File: config.mk
export PLATFORM = sky130hd
export DESIGN_NAME = cond_match_pred_gen
export DESIGN_NICKNAME = d
export VERILOG_FILES = /design/src/rtl/cmpg_pkg.sv /design/src/rtl/cmpg_match.sv /design/src/rtl/cmpg_seq.sv /design/src/rtl/cmpg_place.sv /design/src/rtl/cond_match_pred_gen.sv
export SDC_FILE = /design/constraint.sdc
export NUM_CORES = 1
export LEC_CHECK = 0
export BUFFER_PORTS_ARGS = -buffer_cell sky130_fd_sc_hd__buf_2
export CAP_MARGIN = 20
export CORE_AREA = 3 3 138 107
export DETAILED_ROUTE_END_ITERATION = 8
export DIE_AREA = 0 0 141 110
export HOLD_SLACK_MARGIN = 0.12
export PLACE_DENSITY_LB_ADDON = 0.3
export SYNTH_ARGS = -nofsm -noshare
export SYNTH_HDL_FRONTEND = slang
export SYNTH_HIERARCHICAL = 1
export SYNTH_SLANG_ARGS = --single-unit
File: constraint.sdc
create_clock -name clk_i -period 2.6 [get_ports clk_i]
set_input_delay 0.13 -clock clk_i [delete_from_list [all_inputs] [get_ports clk_i]]
set_output_delay 0.13 -clock clk_i [all_outputs]
set_load 0.05 [all_outputs]
File: src/rtl/cmpg_pkg.sv
package cmpg_pkg;
  localparam int unsigned FW = 4;

  typedef enum logic [1:0] {
    ST_IDLE = 2'd0,
    ST_RUN  = 2'd1,
    ST_FIN  = 2'd2
  } cmpg_state_e;
endpackage

File: src/rtl/cmpg_match.sv
module cmpg_match
  import cmpg_pkg::*;
(
  input  logic [FW-1:0] field_i,
  input  logic [FW-1:0] fmap_i,
  input  logic [FW-1:0] fmsk_i,
  input  logic          any_mode_i,
  output logic          pred_o
);
  logic [FW-1:0] hit;

  always_comb begin
    hit    = ~(fmap_i ^ field_i) & fmsk_i;
    pred_o = any_mode_i ? (|hit) : (hit == fmsk_i);
  end
endmodule

File: src/rtl/cmpg_seq.sv
module cmpg_seq
  import cmpg_pkg::*;
#(
  parameter int unsigned VL_W = 7
) (
  input  logic            clk_i,
  input  logic            rst_ni,
  input  logic            start_i,
  input  logic            vl_zero_i,
  input  logic            last_i,
  output logic            accept_o,
  output logic            run_o,
  output logic            fin_o,
  output logic [VL_W-1:0] idx_o
);
  cmpg_state_e state_q, state_d;
  logic [VL_W-1:0] idx_q, idx_d;

  assign accept_o = (state_q == ST_IDLE) && start_i;
  assign run_o    = (state_q == ST_RUN);
  assign fin_o    = (state_q == ST_FIN);
  assign idx_o    = idx_q;

  always_comb begin
    state_d = state_q;
    idx_d   = idx_q;
    unique case (state_q)
      ST_IDLE: begin
        if (start_i) begin
          idx_d   = '0;
          state_d = vl_zero_i ? ST_FIN : ST_RUN;
        end
      end
      ST_RUN: begin
        if (last_i) state_d = ST_FIN;
        else        idx_d   = idx_q + VL_W'(1);
      end
      ST_FIN:  state_d = ST_IDLE;
      default: state_d = ST_IDLE;
    endcase
  end

  always_ff @(posedge clk_i or negedge rst_ni) begin
    if (!rst_ni) begin
      state_q <= ST_IDLE;
      idx_q   <= '0;
    end else begin
      state_q <= state_d;
      idx_q   <= idx_d;
    end
  end
endmodule

File: src/rtl/cmpg_place.sv
module cmpg_place #(
  parameter int unsigned XLEN  = 64,
  parameter int unsigned RF_AW = 5,
  parameter int unsigned VL_W  = 7,
  parameter int unsigned PACK  = 8
) (
  input  logic [VL_W-1:0]  idx_i,
  input  logic [RF_AW-1:0] rt_i,
  input  logic             dst_vec_i,
  input  logic             pred_i,
  input  logic [XLEN-1:0]  rdata_i,
  output logic [RF_AW-1:0] addr_o,
  output logic [XLEN-1:0]  wdata_o
);
  localparam int unsigned XB = $clog2(XLEN);
  localparam int unsigned PB = $clog2(PACK);

  logic [VL_W-1:0] grp;
  logic [XB-1:0]   sbit;
  logic [PB-1:0]   vbit;

  assign grp  = idx_i >> PB;
  assign sbit = idx_i[XB-1:0];
  assign vbit = idx_i[PB-1:0];

  always_comb begin
    if (dst_vec_i) begin
      addr_o              = rt_i + RF_AW'(grp);
      wdata_o             = '0;
      wdata_o[PACK-1:0]   = rdata_i[PACK-1:0];
      wdata_o[vbit]       = pred_i;
    end else begin
      addr_o              = rt_i;
      wdata_o             = rdata_i;
      wdata_o[sbit]       = pred_i;
    end
  end
endmodule

File: src/rtl/cond_match_pred_gen.sv
module cond_match_pred_gen
  import cmpg_pkg::*;
#(
  parameter int unsigned NUM_FIELDS = 64,
  parameter int unsigned NUM_REGS   = 32,
  parameter int unsigned XLEN       = 64,
  parameter int unsigned VL_W       = 7,
  parameter int unsigned PACK       = 8,
  localparam int unsigned CF_AW     = $clog2(NUM_FIELDS),
  localparam int unsigned RF_AW     = $clog2(NUM_REGS)
) (
  input  logic             clk_i,
  input  logic             rst_ni,
  input  logic             start_i,
  input  logic [VL_W-1:0]  vl_i,
  input  logic [CF_AW-1:0] src_idx_i,
  input  logic             src_vec_i,
  input  logic [RF_AW-1:0] dst_idx_i,
  input  logic             dst_vec_i,
  input  logic [FW-1:0]    fmsk_i,
  input  logic [FW-1:0]    fmap_i,
  input  logic             any_mode_i,
  input  logic             mr_en_i,
  output logic [CF_AW-1:0] cf_raddr_o,
  input  logic [FW-1:0]    cf_rdata_i,
  output logic [RF_AW-1:0] rf_addr_o,
  input  logic [XLEN-1:0]  rf_rdata_i,
  output logic             rf_we_o,
  output logic [XLEN-1:0]  rf_wdata_o,
  output logic             done_o
);
  // latched operands
  logic [VL_W-1:0]  vl_q;
  logic [CF_AW-1:0] bb_q;
  logic             src_vec_q;
  logic [RF_AW-1:0] rt_q;
  logic             dst_vec_q;
  logic [FW-1:0]    fmsk_q;
  logic [FW-1:0]    fmap_q;
  logic             any_q;
  logic             mr_q;

  logic            accept, run, fin, last, pred;
  logic [VL_W-1:0] idx;

  always_ff @(posedge clk_i or negedge rst_ni) begin
    if (!rst_ni) begin
      vl_q      <= '0;
      bb_q      <= '0;
      src_vec_q <= 1'b0;
      rt_q      <= '0;
      dst_vec_q <= 1'b0;
      fmsk_q    <= '0;
      fmap_q    <= '0;
      any_q     <= 1'b0;
      mr_q      <= 1'b0;
    end else if (accept) begin
      vl_q      <= vl_i;
      bb_q      <= src_idx_i;
      src_vec_q <= src_vec_i;
      rt_q      <= dst_idx_i;
      dst_vec_q <= dst_vec_i;
      fmsk_q    <= fmsk_i;
      fmap_q    <= fmap_i;
      any_q     <= any_mode_i;
      mr_q      <= mr_en_i;
    end
  end

  // scalar destination without map-reduce stops after element 0
  assign last = (idx == vl_q - VL_W'(1)) || (!dst_vec_q && !mr_q);

  cmpg_seq #(.VL_W(VL_W)) u_seq (
    .clk_i     (clk_i),
    .rst_ni    (rst_ni),
    .start_i   (start_i),
    .vl_zero_i (vl_i == '0),
    .last_i    (last),
    .accept_o  (accept),
    .run_o     (run),
    .fin_o     (fin),
    .idx_o     (idx)
  );

  assign cf_raddr_o = src_vec_q ? (bb_q + CF_AW'(idx)) : bb_q;

  cmpg_match u_match (
    .field_i    (cf_rdata_i),
    .fmap_i     (fmap_q),
    .fmsk_i     (fmsk_q),
    .any_mode_i (any_q),
    .pred_o     (pred)
  );

  cmpg_place #(
    .XLEN  (XLEN),
    .RF_AW (RF_AW),
    .VL_W  (VL_W),
    .PACK  (PACK)
  ) u_place (
    .idx_i     (idx),
    .rt_i      (rt_q),
    .dst_vec_i (dst_vec_q),
    .pred_i    (pred),
    .rdata_i   (rf_rdata_i),
    .addr_o    (rf_addr_o),
    .wdata_o   (rf_wdata_o)
  );

  assign rf_we_o = run;
  assign done_o  = fin;
endmodule

After elaboration in Yosys (flattened, before gate mapping)
Cells that the tools add are included.
{"block": "totals", "register_bits": 39, "out_inout_bits": 77, "word_cells": 59}
{"block": "op_classes", "add_sub_neg": 4, "magnitude_cmp": 4, "eq_ne": 7, "mux": 17, "bitwise": 3, "n_reduce_logical": 13}
{"op": "$bwmux 64", "n": 2}
{"op": "$mux 64", "n": 1}
{"op": "$mux 7", "n": 2}
{"op": "$pmux 7 s2", "n": 1}
{"op": "$add 7x1->7 const B", "n": 1}
{"op": "$eq 7x7->1", "n": 1}
{"op": "$logic_not 7->1", "n": 1}
{"op": "$lt 3x7->1 const B", "n": 1}
{"op": "$lt 6x7->1 const B", "n": 1}
{"op": "$sub 7x1->7 const B", "n": 1}
{"op": "$add 6x6->6", "n": 1}
{"op": "$demux 1 s6", "n": 1}
{"op": "$ge 6x1->1 const B", "n": 1}
{"op": "$mux 2", "n": 3}
{"op": "$mux 6", "n": 1}
{"op": "$add 5x4->5", "n": 1}
{"op": "$mux 5", "n": 1}
{"op": "$and 4x4->4", "n": 1}
{"op": "$eq 4x4->1", "n": 1}
{"op": "$logic_and 1x1->1", "n": 4}
{"op": "$ne 2x2->1 const B", "n": 2}
{"op": "$not 4->4", "n": 1}
{"op": "$pmux 2 s2", "n": 1}
{"op": "$reduce_or 4->1", "n": 1}
{"op": "13 further kinds", "n": 16}

Depth between registers and ports, before layout
{"block": "depth", "ltp_word": 7, "ltp_mapped": 11, "ltp_nobuf": 10}

Modules after synthesis
Netlist, hierarchy kept.
{"module": "cmpg_place", "instances": 1, "cells_each": 251, "area_each_um2": 1818.0, "seq_area_each_um2": 0.0}
{"module": "cond_match_pred_gen", "instances": 1, "cells_each": 134, "area_each_um2": 1609.0, "seq_area_each_um2": 750.7}
{"module": "cmpg_seq", "instances": 1, "cells_each": 50, "area_each_um2": 493.0, "seq_area_each_um2": 225.2}
{"module": "cmpg_match", "instances": 1, "cells_each": 14, "area_each_um2": 92.6, "seq_area_each_um2": 0.0}

Least setup slack after synthesis
No wires, ideal clock.
{"block": "synth_timing", "path_type": "register -> output", "start": "register u_seq.idx_q[4], in the netlist u_seq/idx_o[4]", "end": "output rf_addr_o[3]", "t_arrival_ns": 2.697, "t_required_ns": 2.470, "slack_ns": -0.227, "path_stages_with_launch": 4, "path_buffers": 0, "cell_sequence": "dfrtp_1 -> ha_1 -> a21oi_1 -> o311ai_0"}
{"block": "synth_via", "elab_chain_len": 2}
{"item": "start: declaration", "line_no": "cmpg_seq.sv:17", "rtl": "logic [VL_W-1:0] idx_q, idx_d;"}
{"item": "start signal: assignment", "line_no": "cmpg_seq.sv:49", "rtl": "idx_q <= idx_d;"}
{"item": "$add 5x4->5", "line_no": "cmpg_place.sv:28", "rtl": "addr_o = rt_i + RF_AW'(grp);"}
{"item": "$mux 5", "line_no": "cmpg_place.sv:27", "rtl": "if (dst_vec_i) begin"}
{"item": "end: declaration", "line_no": "cond_match_pred_gen.sv:26", "rtl": "output logic [RF_AW-1:0] rf_addr_o,"}
No other way between the ends.

Worst setup path in the final report
{"block": "layout_timing", "start": "register fmap_q[2]", "end": "output rf_wdata_o[37]"}
{"block": "layout_via", "elab_chain_len": 7, "word_cells_on_any_way": 9, "cone_classes": "1 x eq/ne; 4 x mux; 3 x bitwise; 1 x reduce/logical"}
{"item": "start: declaration", "line_no": "cond_match_pred_gen.sv:39", "rtl": "logic [FW-1:0] fmap_q;"}
{"item": "start signal: assignment", "line_no": "cond_match_pred_gen.sv:64", "rtl": "fmap_q <= fmap_i;"}
{"item": "$xor 4x4->4 *", "line_no": "cmpg_match.sv:13", "rtl": "hit = ~(fmap_i ^ field_i) & fmsk_i;"}
{"item": "$not 4->4 *", "line_no": "cmpg_match.sv:13"}
{"item": "$and 4x4->4 *", "line_no": "cmpg_match.sv:13"}
{"item": "$eq 4x4->1 or $reduce_or 4->1 (tied branches)", "line_no": "cmpg_match.sv:14", "rtl": "pred_o = any_mode_i ? (|hit) : (hit == fmsk_i);"}
{"item": "$mux 1 *", "line_no": "cmpg_match.sv:14"}
{"item": "named net pred", "line_no": "cond_match_pred_gen.sv:43", "rtl": "logic accept, run, fin, last, pred;"}
{"item": "$bwmux 64 (on tied branches)", "line_no": "cmpg_place.sv:35, cmpg_place.sv:31"}
{"item": "$mux 64 *", "line_no": "cmpg_place.sv:27"}
{"item": "end: declaration", "line_no": "cond_match_pred_gen.sv:29", "rtl": "output logic [XLEN-1:0] rf_wdata_o,"}
Mark *: on every way through the listed nets, which the timed path passes. The rest lies on a longest branch.

==> summary.md <==
| Metric | Value |
|---|---|
| Ys Warns | 6 |
| Yosys cell types | 55 |
| FMAX | 0.399 GHz |
| Initial DRC Count | approximately 140 |
| Detail Route Antenna Nets | 0 |
| Reg clk slew, reported paths | about 60 ps |
| Critical path type | flip-flop to output pin |
| 1st-pass router iterations | 4 |
| Outcome | finished, final reports clean |
| Slowest stage delay, CP | around 380 ps |
| PwrDens | about 1200 mW/mm2 |
| Ports | 178 |
| Gp weighted congestion | 0.841 |
| Minimum clock period | approximately 2500 ps |
| Critical-path cell list | xnor2_1 -> a22o_1 -> o21ai_1 -> o31ai_2 -> buf_4 -> nand2b_2 -> buf_6 -> mux2i_1 -> clkbuf_4 |
| CTS tree | built |
| Mapped Nets | roughly 560 |
| HPWL after detailed placement | about 9700 um |
| Worst endpoint required time | about 2500 ps |
| Synth Register Bits | 39 |
| Area grow syn2layout | 37.2% |
| Hold endpoint | vl_q[6] |
| Pin count of the biggest net entering global routing | 65 |
| Worst setup SP type | flip-flop |
| Final wirelength | around 13000 um |
| Hold Crit Class | primary input to flip-flop |
| Sequential share of the synthesized area | 24.3% |
| CP max FO | 56 |
| Critical path buffers and inverters | 3 |
| Antenna diodes | 0 |
| Clock Path Buffers | 2 |
| Vias | just under 4000 |
| DRC | 0 |
| Setup tns final | 0 ps |
| Initial Utilization | 29.6% |
| Top cells by count, synth | 69 x nand2_1, 61 x nand2b_1, 59 x mux2i_1 |
| Slew @ Worst Pin | between 800 and 900 ps |
| Clock skew | roughly 5.2 ps |
| Kind of end point of the critical path | output pin |
| CTS buffer count | 5 |
| Maxcap violations | 0 |
| Mapped Area | approximately 0.004 mm2 |
| # rows | 37 |
| Final Net Count | roughly 750 |
| Setup Buffers After CTS | 0 |
| Number of flops mapped to enable cells by yosys | 0 |
| DIE HEIGHT | about 110 um |
| PnR worst setup slack | a little over 90 ps |
| Vias/cell | between 4 and 5 |
| Clock latency on the worst-skew pair | 280 ps |
| Hold Path Depth | 2 |
| CTS Sinks | 39 |
| Initial antenna violation count | 0 |
| Final setup violation count | 0 |
| Core ar. | 0.0136 mm2 |
| Synth top area cells | dfrtp_1 24%, mux2i_1 15%, mux2_2 11% |
| WL/cell | between 15 and 20 um |
| CTS Root Cell | clkbuf_16 |
| Most common cell in the synthesized netlist | nand2_1 |
| First-pass GRT wire length | 19800 um |
| CTS H-tree depth | 2 |
| Worst slack, placed | around 140 ps |
| Synthesized area per cell | between 8 and 9 um2 |
| Gate count of the mapped netlist | around 450 |
| Layout cells sized above 1 | 39.7% |
| DIE AREA | about 0.016 mm2 |
| Yosys top cell by area | dfrtp_1 |
| Die Width | between 100 and 150 um |
| Rel. slew slack | 40.2% |
| Slowest stage cell, crit path | dfrtp_1 |
| Ys async rst share | 100% |
| Vias in the first global route | approximately 3800 |
| Final hold vios | 0 |
| Max Slew Vio Count | 0 |
| Worst reg2reg path endpoint | u_seq/idx_o[4] |
| Reg2reg setup slack | about 190 ps |
| Pleak | about 0.0029 uW |
| Largest delay share family, worst path | buffers and inverters |
| Top_reg_cell synth | dfrtp_1 |
| R2R depth | 10 |
| Total grt overflow | 0 |
| PortBufs | around 180 |
| Highest ir drop seen on vdd | around 0.69 mV |
| Tot GR Track Use | 15.8% |
| Worst r2r src | vl_q[0] |
| CP Data Arrival Time | 2380 ps |
| Min-delay src | vl_i[6] |
| RSZ-0062 raised after global routing | false |
| Period utilization | a little over nine tenths |
| Post-synth top area share | 24.3% |
-- stage by stage --
step	cells	cell area, um2	total power (uW)	utilization [%]	hold WS [ps]
5_1_grt	815	5500	7240	40.6	139
3_3_place_gp	777	5020	6010	37.0	299
3_5_place_dp	777	5020	6090	37.0	310
2_1_floorplan	449	4010	5000	-	-166
6_report	815	5500	6780	40.6	157
4_1_cts	815	5450	6750	40.2	139
-- repair_timing --
action | CTS | global route
endpoints found under the hold margin | 68 | 0
gates resized for setup | 0 | 16
hold buffers | 30 | 0
setup endpoints to repair | 0 | 61
-- worst max path at each step --
stage	depth (start not counted)	from	slack (ps)	to
after floorplan	7	fmap_q[0]	20	rf_wdata_o[16]
after global routing	7	u_seq/idx_o[3]	30	rf_addr_o[4]
final	9	fmap_q[2]	90	rf_wdata_o[37]
after global placement	10	vl_q[0]	190	u_seq/idx_o[3]
after CTS	8	fmap_q[3]	2	rf_wdata_o[10]
after detailed placement	10	vl_q[0]	140	u_seq/idx_o[3]
-- cell usage in the layout (no fill, tap or decap), drive strengths merged, types with 3 or more instances in the layout --
cell type	instances
buf	180
nand2	69
nand2b	61
mux2i	59
mux2	43
dfrtp	39
dlygate4sd3	30
o21ai	19
xnor2	15
clkbuf	15
nor2	11
ha	11
inv	10
a21oi	9
a22o	6
nor3b	6
and3b	6
xor2	5
nor3	4
o22ai	3
nor2b	3
nand3	3
or3	3
and3	3
-- cell type report --
class	instances	area, um2
tap	175	219
sequential	39	977
fill	1391	8060
timing repair buffer	218	1310
inverter	10	37.5
multi-input combinational	365	2830
clock buffer	7	133
clock inverter	1	5.00
-- worst register-to-register path, delay by kind of cell (launching register included) --
family,cells,cell delay [ps]
and+or+nand+nor,4,910
buffers and inverters,1,120
DFF,1,410
xor gates and xnor gates,1,140
adders and majority gates,1,190
AOI/OAI and AO/OA,3,570
-- report_power, final --
part	total, uW	switching, uW	internal, uW	leakage [uW]
clock network	588	233	354	0.0000679
logic	4990	3260	1740	0.00231
registers	1200	313	886	0.000472
total	6780	3800	2980	0.00285
-- flip-flops by register name, indices dropped and copies added (netlist names) --
name	flops
fmap_q	4
bb_q	6
vl_q	7
mr_q	1
any_q	1
fmsk_q	4
u_seq/state_q	2
u_seq/idx_o	7
src_vec_q	1
rt_q	5
dst_vec_q	1
-- layer usage --
layer	up-vias	GRT usage (%)	wire, um
met2	103	26.2	6210
met1	1908	22.2	5960
met3	7	2.80	608
li1	1921	-	-
met5	-	0	0
met4	0	2.49	52
-- cells by family (layout without fill, tap and decap cells) --
| group | after synthesis | in the layout | synth area share (%) |
|---|---|---|---|
| flops | 39 | 39 | 24.3 |
| mux | 102 | 102 | 26.8 |
| compound gates | 51 | 51 | 8.33 |
| fa+ha+maj | 13 | 13 | 4.43 |
| simple gates | 179 | 179 | 25.7 |
| buf+inv | 45 | 236 | 5.92 |
| xor+xnor | 20 | 20 | 4.55 |
(Power assumes the default switching activity.)
